### config.mk
export PLATFORM = sky130hd
export DESIGN_NAME = ptt_seq
export DESIGN_NICKNAME = d
export VERILOG_FILES = /design/src/rtl/ptt_seq_pkg.sv /design/src/rtl/ptt_seq_cfg.sv /design/src/rtl/ptt_seq_len.sv /design/src/rtl/ptt_seq_access.sv /design/src/rtl/ptt_seq.sv
export SDC_FILE = /design/constraint.sdc
export NUM_CORES = 2
export LEC_CHECK = 0
export BUFFER_PORTS_ARGS = -buffer_cell sky130_fd_sc_hd__clkbuf_2
export CORE_MARGIN = 2
export CORE_UTILIZATION = 45
export CTS_CLUSTER_DIAMETER = 40
export DETAILED_ROUTE_END_ITERATION = 6
export GPL_ROUTABILITY_DRIVEN = 0
export PLACE_DENSITY_LB_ADDON = 0.3
export SYNTH_ARGS = -nofsm -noshare
export SYNTH_HDL_FRONTEND = slang
export SYNTH_HIERARCHICAL = 1
export SYNTH_SLANG_ARGS = --single-unit
### constraint.sdc
create_clock -name clk_i -period 18.8 [get_ports clk_i]
set_input_delay 4.7 -clock clk_i [delete_from_list [all_inputs] [get_ports clk_i]]
set_output_delay 4.7 -clock clk_i [all_outputs]
set_load 0.03 [all_outputs]
### src/rtl/ptt_seq_pkg.sv
package ptt_seq_pkg;
  typedef enum logic [1:0] {
    ST_IDLE  = 2'd0,
    ST_KEYUP = 2'd1,
    ST_DATA  = 2'd2,
    ST_TAIL  = 2'd3
  } seq_st_e;

  typedef enum logic [1:0] {
    CMD_NONE = 2'd0,
    CMD_FLAG = 2'd1,
    CMD_DATA = 2'd2,
    CMD_ZERO = 2'd3
  } byte_cmd_e;

  localparam int unsigned FLAG_DIV = 800;
  localparam int unsigned CAL_SHIFT = 3;
endpackage

### src/rtl/ptt_seq_cfg.sv
module ptt_seq_cfg #(
  parameter int unsigned P_W         = 8,
  parameter int unsigned BR_W        = 21,
  parameter int unsigned DEF_TXD     = 20,
  parameter int unsigned DEF_TAIL    = 2,
  parameter int unsigned DEF_SLOT    = 10,
  parameter int unsigned DEF_PERSIST = 40,
  parameter bit          DEF_FULL    = 1'b0,
  parameter int unsigned DEF_BITRATE = 9600
) (
  input  logic            clk_i,
  input  logic            rst_ni,
  input  logic            wr_i,
  input  logic [P_W-1:0]  txd_i,
  input  logic [P_W-1:0]  tail_i,
  input  logic [P_W-1:0]  slot_i,
  input  logic [P_W-1:0]  persist_i,
  input  logic            full_i,
  input  logic [BR_W-1:0] bitrate_i,
  output logic [P_W-1:0]  txd_o,
  output logic [P_W-1:0]  tail_o,
  output logic [P_W-1:0]  slot_o,
  output logic [P_W-1:0]  persist_o,
  output logic            full_o,
  output logic [BR_W-1:0] bitrate_o
);
  always_ff @(posedge clk_i or negedge rst_ni) begin
    if (!rst_ni) begin
      txd_o     <= P_W'(DEF_TXD);
      tail_o    <= P_W'(DEF_TAIL);
      slot_o    <= P_W'(DEF_SLOT);
      persist_o <= P_W'(DEF_PERSIST);
      full_o    <= DEF_FULL;
      bitrate_o <= BR_W'(DEF_BITRATE);
    end else if (wr_i) begin
      txd_o     <= txd_i;
      tail_o    <= tail_i;
      slot_o    <= slot_i;
      persist_o <= persist_i;
      full_o    <= full_i;
      bitrate_o <= bitrate_i;
    end
  end
endmodule

### src/rtl/ptt_seq_len.sv
module ptt_seq_len
  import ptt_seq_pkg::*;
#(
  parameter int unsigned P_W   = 8,
  parameter int unsigned BR_W  = 21,
  parameter int unsigned SEC_W = 8,
  parameter int unsigned CNT_W = 20,
  parameter int unsigned CAL_W = 28
) (
  input  logic [P_W-1:0]   txd_i,
  input  logic [P_W-1:0]   tail_i,
  input  logic [BR_W-1:0]  bitrate_i,
  input  logic [SEC_W-1:0] secs_i,
  output logic [CNT_W-1:0] keyup_len_o,
  output logic [CNT_W-1:0] tail_len_o,
  output logic [CAL_W-1:0] cal_len_o
);
  localparam int unsigned FP_W = P_W + BR_W;
  localparam int unsigned CP_W = SEC_W + BR_W;

  logic [FP_W-1:0] keyup_prod, tail_prod;
  logic [CP_W-1:0] cal_prod;

  assign keyup_prod  = FP_W'(txd_i) * FP_W'(bitrate_i);
  assign tail_prod   = FP_W'(tail_i) * FP_W'(bitrate_i);
  assign cal_prod    = CP_W'(secs_i) * CP_W'(bitrate_i);
  // flag bytes = units of 10 ms * bit/s / 800
  assign keyup_len_o = CNT_W'(keyup_prod / FP_W'(FLAG_DIV));
  assign tail_len_o  = CNT_W'(tail_prod / FP_W'(FLAG_DIV));
  assign cal_len_o   = CAL_W'(cal_prod >> CAL_SHIFT);
endmodule

### src/rtl/ptt_seq_access.sv
module ptt_seq_access #(
  parameter int unsigned P_W      = 8,
  parameter int unsigned DEF_SLOT = 10
) (
  input  logic           clk_i,
  input  logic           rst_ni,
  input  logic           eval_i,
  input  logic           cfg_wr_i,
  input  logic           dcd_i,
  input  logic [7:0]     rnd_i,
  input  logic [P_W-1:0] slot_time_i,
  input  logic [P_W-1:0] persist_i,
  input  logic           full_dup_i,
  output logic           grant_o
);
  logic [P_W-1:0] slot_q, slot_d;

  always_comb begin
    grant_o = 1'b0;
    slot_d  = slot_q;
    if (eval_i) begin
      if (full_dup_i) begin
        grant_o = 1'b1;
      end else if (dcd_i) begin
        slot_d = slot_time_i;
      end else if (slot_q > P_W'(1)) begin
        slot_d = slot_q - P_W'(1);
      end else begin
        slot_d  = slot_time_i;
        grant_o = ({{(P_W > 8 ? P_W - 8 : 0){1'b0}}, rnd_i} <= persist_i);
      end
    end
    if (cfg_wr_i) slot_d = P_W'(1);
  end

  always_ff @(posedge clk_i or negedge rst_ni) begin
    if (!rst_ni) slot_q <= P_W'(DEF_SLOT);
    else         slot_q <= slot_d;
  end

  AST_CARRIER_RELOAD: assert property (@(posedge clk_i) disable iff (!rst_ni)
    (eval_i && dcd_i && !full_dup_i && !cfg_wr_i) |=> (slot_q == $past(slot_time_i)));
  AST_COUNTDOWN_HOLD: assert property (@(posedge clk_i) disable iff (!rst_ni)
    (eval_i && !dcd_i && !full_dup_i && slot_q > P_W'(1)) |-> !grant_o);
  AST_PERSIST_LIMIT: assert property (@(posedge clk_i) disable iff (!rst_ni)
    (grant_o && !full_dup_i) |-> ({{(P_W > 8 ? P_W - 8 : 0){1'b0}}, rnd_i} <= persist_i));
  AST_CFG_SLOT_ONE: assert property (@(posedge clk_i) disable iff (!rst_ni)
    cfg_wr_i |=> (slot_q == P_W'(1)));
endmodule

### src/rtl/ptt_seq.sv
module ptt_seq
  import ptt_seq_pkg::*;
#(
  parameter int unsigned P_W         = 8,
  parameter int unsigned BR_W        = 21,
  parameter int unsigned SEC_W       = 8,
  parameter int unsigned CNT_W       = 20,
  parameter int unsigned CAL_W       = 28,
  parameter int unsigned KEYUP_W     = 16,
  parameter int unsigned DEF_SLOT    = 10,
  parameter int unsigned DEF_BITRATE = 9600
) (
  input  logic               clk_i,
  input  logic               rst_ni,
  input  logic               tick_i,
  input  logic               byte_req_i,
  input  logic               dcd_i,
  input  logic               frame_avail_i,
  input  logic               ptt_fb_i,
  input  logic [7:0]         rnd_i,
  input  logic               cfg_wr_i,
  input  logic [P_W-1:0]     cfg_txd_i,
  input  logic [P_W-1:0]     cfg_tail_i,
  input  logic [P_W-1:0]     cfg_slot_i,
  input  logic [P_W-1:0]     cfg_persist_i,
  input  logic               cfg_full_i,
  input  logic [BR_W-1:0]    cfg_bitrate_i,
  input  logic               cal_start_i,
  input  logic [SEC_W-1:0]   cal_secs_i,
  output logic [1:0]         cmd_o,
  output logic               key_o,
  output logic [KEYUP_W-1:0] keyups_o
);
  logic [P_W-1:0]  txd, tail, slot_time, persist;
  logic            full_dup;
  logic [BR_W-1:0] bitrate;
  logic [CNT_W-1:0] keyup_len, tail_len;
  logic [CAL_W-1:0] cal_len;
  logic            eval, grant;

  seq_st_e          st_q, st_d;
  byte_cmd_e        cmd;
  logic [CNT_W-1:0] flag_q, flag_d;
  logic [CAL_W-1:0] cal_q, cal_d;
  logic [KEYUP_W-1:0] keyups_q, keyups_d;

  ptt_seq_cfg #(
    .P_W(P_W), .BR_W(BR_W), .DEF_TXD(20), .DEF_TAIL(2), .DEF_SLOT(DEF_SLOT),
    .DEF_PERSIST(40), .DEF_FULL(1'b0), .DEF_BITRATE(DEF_BITRATE)
  ) u_cfg (
    .clk_i, .rst_ni, .wr_i(cfg_wr_i),
    .txd_i(cfg_txd_i), .tail_i(cfg_tail_i), .slot_i(cfg_slot_i),
    .persist_i(cfg_persist_i), .full_i(cfg_full_i), .bitrate_i(cfg_bitrate_i),
    .txd_o(txd), .tail_o(tail), .slot_o(slot_time), .persist_o(persist),
    .full_o(full_dup), .bitrate_o(bitrate)
  );

  ptt_seq_len #(
    .P_W(P_W), .BR_W(BR_W), .SEC_W(SEC_W), .CNT_W(CNT_W), .CAL_W(CAL_W)
  ) u_len (
    .txd_i(txd), .tail_i(tail), .bitrate_i(bitrate), .secs_i(cal_secs_i),
    .keyup_len_o(keyup_len), .tail_len_o(tail_len), .cal_len_o(cal_len)
  );

  // contend only when idle, a frame waits and no calibration is pending
  assign eval = tick_i && (st_q == ST_IDLE) && frame_avail_i && (cal_q == '0);

  ptt_seq_access #(.P_W(P_W), .DEF_SLOT(DEF_SLOT)) u_access (
    .clk_i, .rst_ni, .eval_i(eval), .cfg_wr_i,
    .dcd_i, .rnd_i, .slot_time_i(slot_time), .persist_i(persist),
    .full_dup_i(full_dup), .grant_o(grant)
  );

  always_comb begin
    st_d     = st_q;
    flag_d   = flag_q;
    cal_d    = cal_q;
    keyups_d = keyups_q;
    cmd      = CMD_NONE;
    unique case (st_q)
      ST_IDLE: begin
        if (byte_req_i && cal_q != '0) begin
          cmd   = CMD_ZERO;
          cal_d = cal_q - CAL_W'(1);
        end
        if (grant) begin
          st_d     = ST_KEYUP;
          flag_d   = keyup_len;
          keyups_d = keyups_q + KEYUP_W'(1);
        end
      end
      ST_KEYUP: begin
        if (byte_req_i) begin
          if (flag_q == '0) begin
            st_d = ST_DATA;
          end else begin
            cmd    = CMD_FLAG;
            flag_d = flag_q - CNT_W'(1);
            if (flag_q == CNT_W'(1)) st_d = ST_DATA;
          end
        end
      end
      ST_DATA: begin
        if (byte_req_i) begin
          if (frame_avail_i) begin
            cmd = CMD_DATA;
          end else begin
            st_d   = ST_TAIL;
            flag_d = tail_len;
          end
        end
      end
      ST_TAIL: begin
        if (!ptt_fb_i) begin
          st_d = ST_IDLE;
        end else if (byte_req_i) begin
          if (frame_avail_i) begin
            st_d = ST_DATA;
          end else if (flag_q != '0) begin
            cmd    = CMD_FLAG;
            flag_d = flag_q - CNT_W'(1);
          end else if (cal_q != '0) begin
            cmd   = CMD_ZERO;
            cal_d = cal_q - CAL_W'(1);
          end
        end
      end
      default: st_d = ST_IDLE;
    endcase
    if (cal_start_i) cal_d = cal_len;
  end

  always_ff @(posedge clk_i or negedge rst_ni) begin
    if (!rst_ni) begin
      st_q     <= ST_IDLE;
      flag_q   <= '0;
      cal_q    <= '0;
      keyups_q <= '0;
    end else begin
      st_q     <= st_d;
      flag_q   <= flag_d;
      cal_q    <= cal_d;
      keyups_q <= keyups_d;
    end
  end

  assign cmd_o    = cmd;
  assign key_o    = (st_q != ST_IDLE);
  assign keyups_o = keyups_q;

  AST_FLAG_STEP: assert property (@(posedge clk_i) disable iff (!rst_ni)
    (st_q == ST_KEYUP && cmd == CMD_FLAG) |=> (flag_q == $past(flag_q) - CNT_W'(1)));
  AST_CMD_NEEDS_REQ: assert property (@(posedge clk_i) disable iff (!rst_ni)
    (cmd_o != 2'd0) |-> byte_req_i);
  AST_TAIL_EXIT_FB: assert property (@(posedge clk_i) disable iff (!rst_ni)
    (st_q == ST_TAIL && st_d == ST_IDLE) |-> !ptt_fb_i);
  AST_ZERO_QUIET: assert property (@(posedge clk_i) disable iff (!rst_ni)
    (cmd == CMD_ZERO) |-> (st_q == ST_IDLE || (st_q == ST_TAIL && flag_q == '0)));
  AST_CAL_BLOCKS_KEY: assert property (@(posedge clk_i) disable iff (!rst_ni)
    (st_q == ST_IDLE && cal_q != '0) |=> (st_q == ST_IDLE));
  AST_KEYUP_COUNT: assert property (@(posedge clk_i) disable iff (!rst_ni)
    (st_q == ST_IDLE && st_d == ST_KEYUP) |=> (keyups_q == $past(keyups_q) + KEYUP_W'(1)));
endmodule

==> flow_summary_export.csv <==
group,metric,value,unit
clock_network,htree_num_levels,4,
drt,drc,0,
cells_and_area,drive_gt1_frac,0.137,
floorplanning,die_h,271,um
timing,post-route-period-util,0.959,
drt,wl_per_cell,18.7,um
clock_network,root_buffer,"clkbuf_16",
floorplanning,die_area,73600,um^2
worst_hold_path,whs_path_depth,1,
synthesis,synth_cell_types,148,
synthesis,synth_top_area_frac,0.213,
synthesis,synthTopCellsByArea,"fa_1, dfrtp_1, and2_1",
critical_path,cp_num_buf_inv,7,
floorplanning,pin_count,98,
worst_hold_path,min_to,"keyups_o[15]$_DFFE_PN0P_",
timing,max_slew_margin,0.260,
synthesis,yosysSeqAreaShare,0.100,
placement,io_buffers,97,
grt,antenna_found_initial,0,
worst_hold_path,hold_path.class,"register to register",
drt,routed_wl,90900,um
synthesis,yosys.area.top_type,"fa_1",
timing,finalSetupViolCount,0,
clock_network,clkTransAtPathRegs,0.07,ns
synthesis,synth.cell_area,32200,um^2
cells_and_area,n_antenna_cell,0,
floorplanning,rows,98,
grt,grt_max_degree,68,
critical_path,cp-end-kind,"register",
drt,ant_nets,0,
clock_network,cts_tree,"yes",
cells_and_area,final_nets,4468,
timing,min_period,18.03,ns
cells_and_area,post-route-util,0.485,
cells_and_area,fillCellCount,6890,
critical_path,r2r_end,"flag_q[0]$_DFFE_PN0P_",
synthesis,synth_seq_cells,128,
critical_path,required,19.16,ns
clock_network,cts.sinks,128,
critical_path,critical_path_class,"register to register",
critical_path,critical_path.top_delay_family,"compound AO/OA/AOI/OAI gates",
placement,post-dp-hpwl,69900,um
cells_and_area,area_delta_synth_final,7.25,%
clock_network,ctsHoldBuffers,0,
timing,tightest_slew,1.10,ns
outcome,status,"finished clean",
grt,grt_pass1_vias,28500,
synthesis,synth_edf_count,0,
worst_hold_path,hp-start,"keyups_o[15]$_DFFE_PN0P_",
floorplanning,core_region_area,71100,um^2
drt,initialDrtViolationCount,2358,
clock_network,clk_latency,0.49,ns
critical_path,cp_slowest_stage_delay,0.60,ns
clock_network,cts_buffers,17,
floorplanning,initial_core_util,0.452,
cells_and_area,multi_input_area,26700,um^2
timing,whs,0.482,ns
synthesis,ys_async_sr_fraction,1.00,
timing,timing.fmax,55.5,MHz
floorplanning,dieWidth,271,um
critical_path,slowest_stage,"or4_1",
grt,grt_usage,0.246,
critical_path,r2r_setup_slack,0.77,ns
timing,skew,0.0159,ns
drt,routed_via_density,5.97,
critical_path,reg2reg_depth,63,
drt,route.vias.total,28900,
drt,drtPass1Iterations,6,
clock_network,clk_path_buf_depth,2,
critical_path,crit_arrival,18.39,ns
synthesis,yosysWarnings,6,
timing,finalHoldViolations,0,
critical_path,crit_fanout,15,
cells_and_area,register_area,3250,um^2
grt,grt-ovfl-total,0,
synthesis,synthCells,3898,
critical_path,timing.rr.start,"u_cfg/bitrate_o[17]$_DFFE_PN0P_",
synthesis,synth_ff_type,"dfrtp_1",
flow_run,drv_cap,0,
timing,final-max-slew-violation-count,0,
synthesis,syn_avg_cell_area,8.25,um^2
grt,grt_first_pass_wirelength,149000,um
critical_path,cp-start-kind,"register",
[cell type report]
class / instances / share of cell area
Inverter: 449 / 0.0489
Multi-Input combinational cell: 3119 / 0.774
Sequential cell: 128 / 0.0943
Timing Repair Buffer: 173 / 0.0316
Clock inverter: 13 / 0.00425
Clock buffer: 18 / 0.0127
Tap cell: 950 / 0.0345
[worst register-to-register path, delay by kind of cell (launching register included)]
kind | cells | cell delay (ns)
AO/OA/AOI/OAI | 31 | 9.16
adder cells (fa/ha/maj) | 6 | 2.88
flip-flops | 1 | 0.50
buffers and inverters | 7 | 0.90
AND/OR/NAND/NOR | 16 | 3.64
multiplexers | 3 | 0.83
[kinds of logic after synthesis]
logic type	after synthesis	synth area share
AND/OR/NAND/NOR	1347	0.220
AO/OA/AOI/OAI	946	0.219
buffers and inverters	653	0.0813
adder cells (fa/ha/maj)	517	0.280
XOR/XNOR	193	0.0544
flip-flops	128	0.100
multiplexers	113	0.0448
other	1	0.000117
[through the flow]
step	worst slack (ns)	TNS, ns	std cells	cell area (um^2)
after CTS	0.0293	0	4829	34000
final	0.774	0	4850	34500
after floorplan	2.67	0	3899	32200
after global routing	-0.0920	-0.0920	4850	34500
after detailed placement	-0.261	-0.261	4798	33300
after global placement	-0.158	-0.158	4798	33300
[sequential cells by signal, indices dropped and copies added, names as in the netlist]
| signal | cells |
|---|---|
| cal_q | 28 |
| flag_q | 20 |
| keyups_o | 16 |
| st_q | 2 |
| u_access/slot_q | 8 |
| u_cfg/bitrate_o | 21 |
| u_cfg/full_o | 1 |
| u_cfg/persist_o | 8 |
| u_cfg/slot_o | 8 |
| u_cfg/tail_o | 8 |
| u_cfg/txd_o | 8 |
[cells in the final DEF, fill, tap and decap left out, types with 52 or more instances in the layout]
master and count:
dfrtp_1 94, a21oi_1 187, inv_1 441, buf_4 75, and2_1 352, ha_1 159, o21ai_0 118, nand3_1 82
fa_1 342, nand2_1 396, clkbuf_2 95, xnor2_1 124, nor2_1 169, mux2_4 52, xor2_1 57, nor3_1 69
[per-layer routing]
layer / routed length, um / GRT usage
met1: 40300 / 0.331
met5: 0 / 0
met2: 41900 / 0.401
met4: 3130 / 0.0930
met3: 5540 / 0.0351
[repair_timing]
item	in CTS	in global routing
endpoints found under the setup margin	1	3
setup buffers	0	20
gates resized for setup	11	80
cloned	0	1
pin swaps	0	13
[cell usage after synthesis, types with 43 or more instances]
cell / n
and2_1: 353
o21ai_0: 120
fa_1: 342
clkbuf_1: 161
o21ai_1: 43
dfrtp_1: 115
a21o_1: 45
nand3_1: 82
o211ai_1: 44
nor2_1: 176
nor3_1: 73
mux2_4: 52
a31oi_1: 44
a21oi_1: 193
inv_1: 441
xor2_1: 57
nand2_1: 397
ha_1: 159
xnor2_1: 128
[worst max path at each step]
| stage | start | to | slack (ns) | cells past startpoint |
|---|---|---|---|---|
| floorplan | u_cfg/bitrate_o[13]$_DFFE_PN1P_ | flag_q[0]$_DFFE_PN0P_ | 2.67 | 65 |
| global route | u_cfg/txd_o[6]$_DFFE_PN0P_ | flag_q[0]$_DFFE_PN0P_ | -0.09 | 66 |
| CTS | u_cfg/tail_o[4]$_DFFE_PN0P_ | flag_q[0]$_DFFE_PN0P_ | 0.03 | 60 |
| global placement | u_cfg/tail_o[4]$_DFFE_PN0P_ | flag_q[0]$_DFFE_PN0P_ | -0.16 | 61 |
| finish | u_cfg/bitrate_o[17]$_DFFE_PN0P_ | flag_q[0]$_DFFE_PN0P_ | 0.77 | 63 |
| detailed placement | u_cfg/tail_o[4]$_DFFE_PN0P_ | flag_q[0]$_DFFE_PN0P_ | -0.26 | 61 |
Power is not shown: default switching activity piles up to over one toggle a cycle in this logic, so the estimate is an artifact.
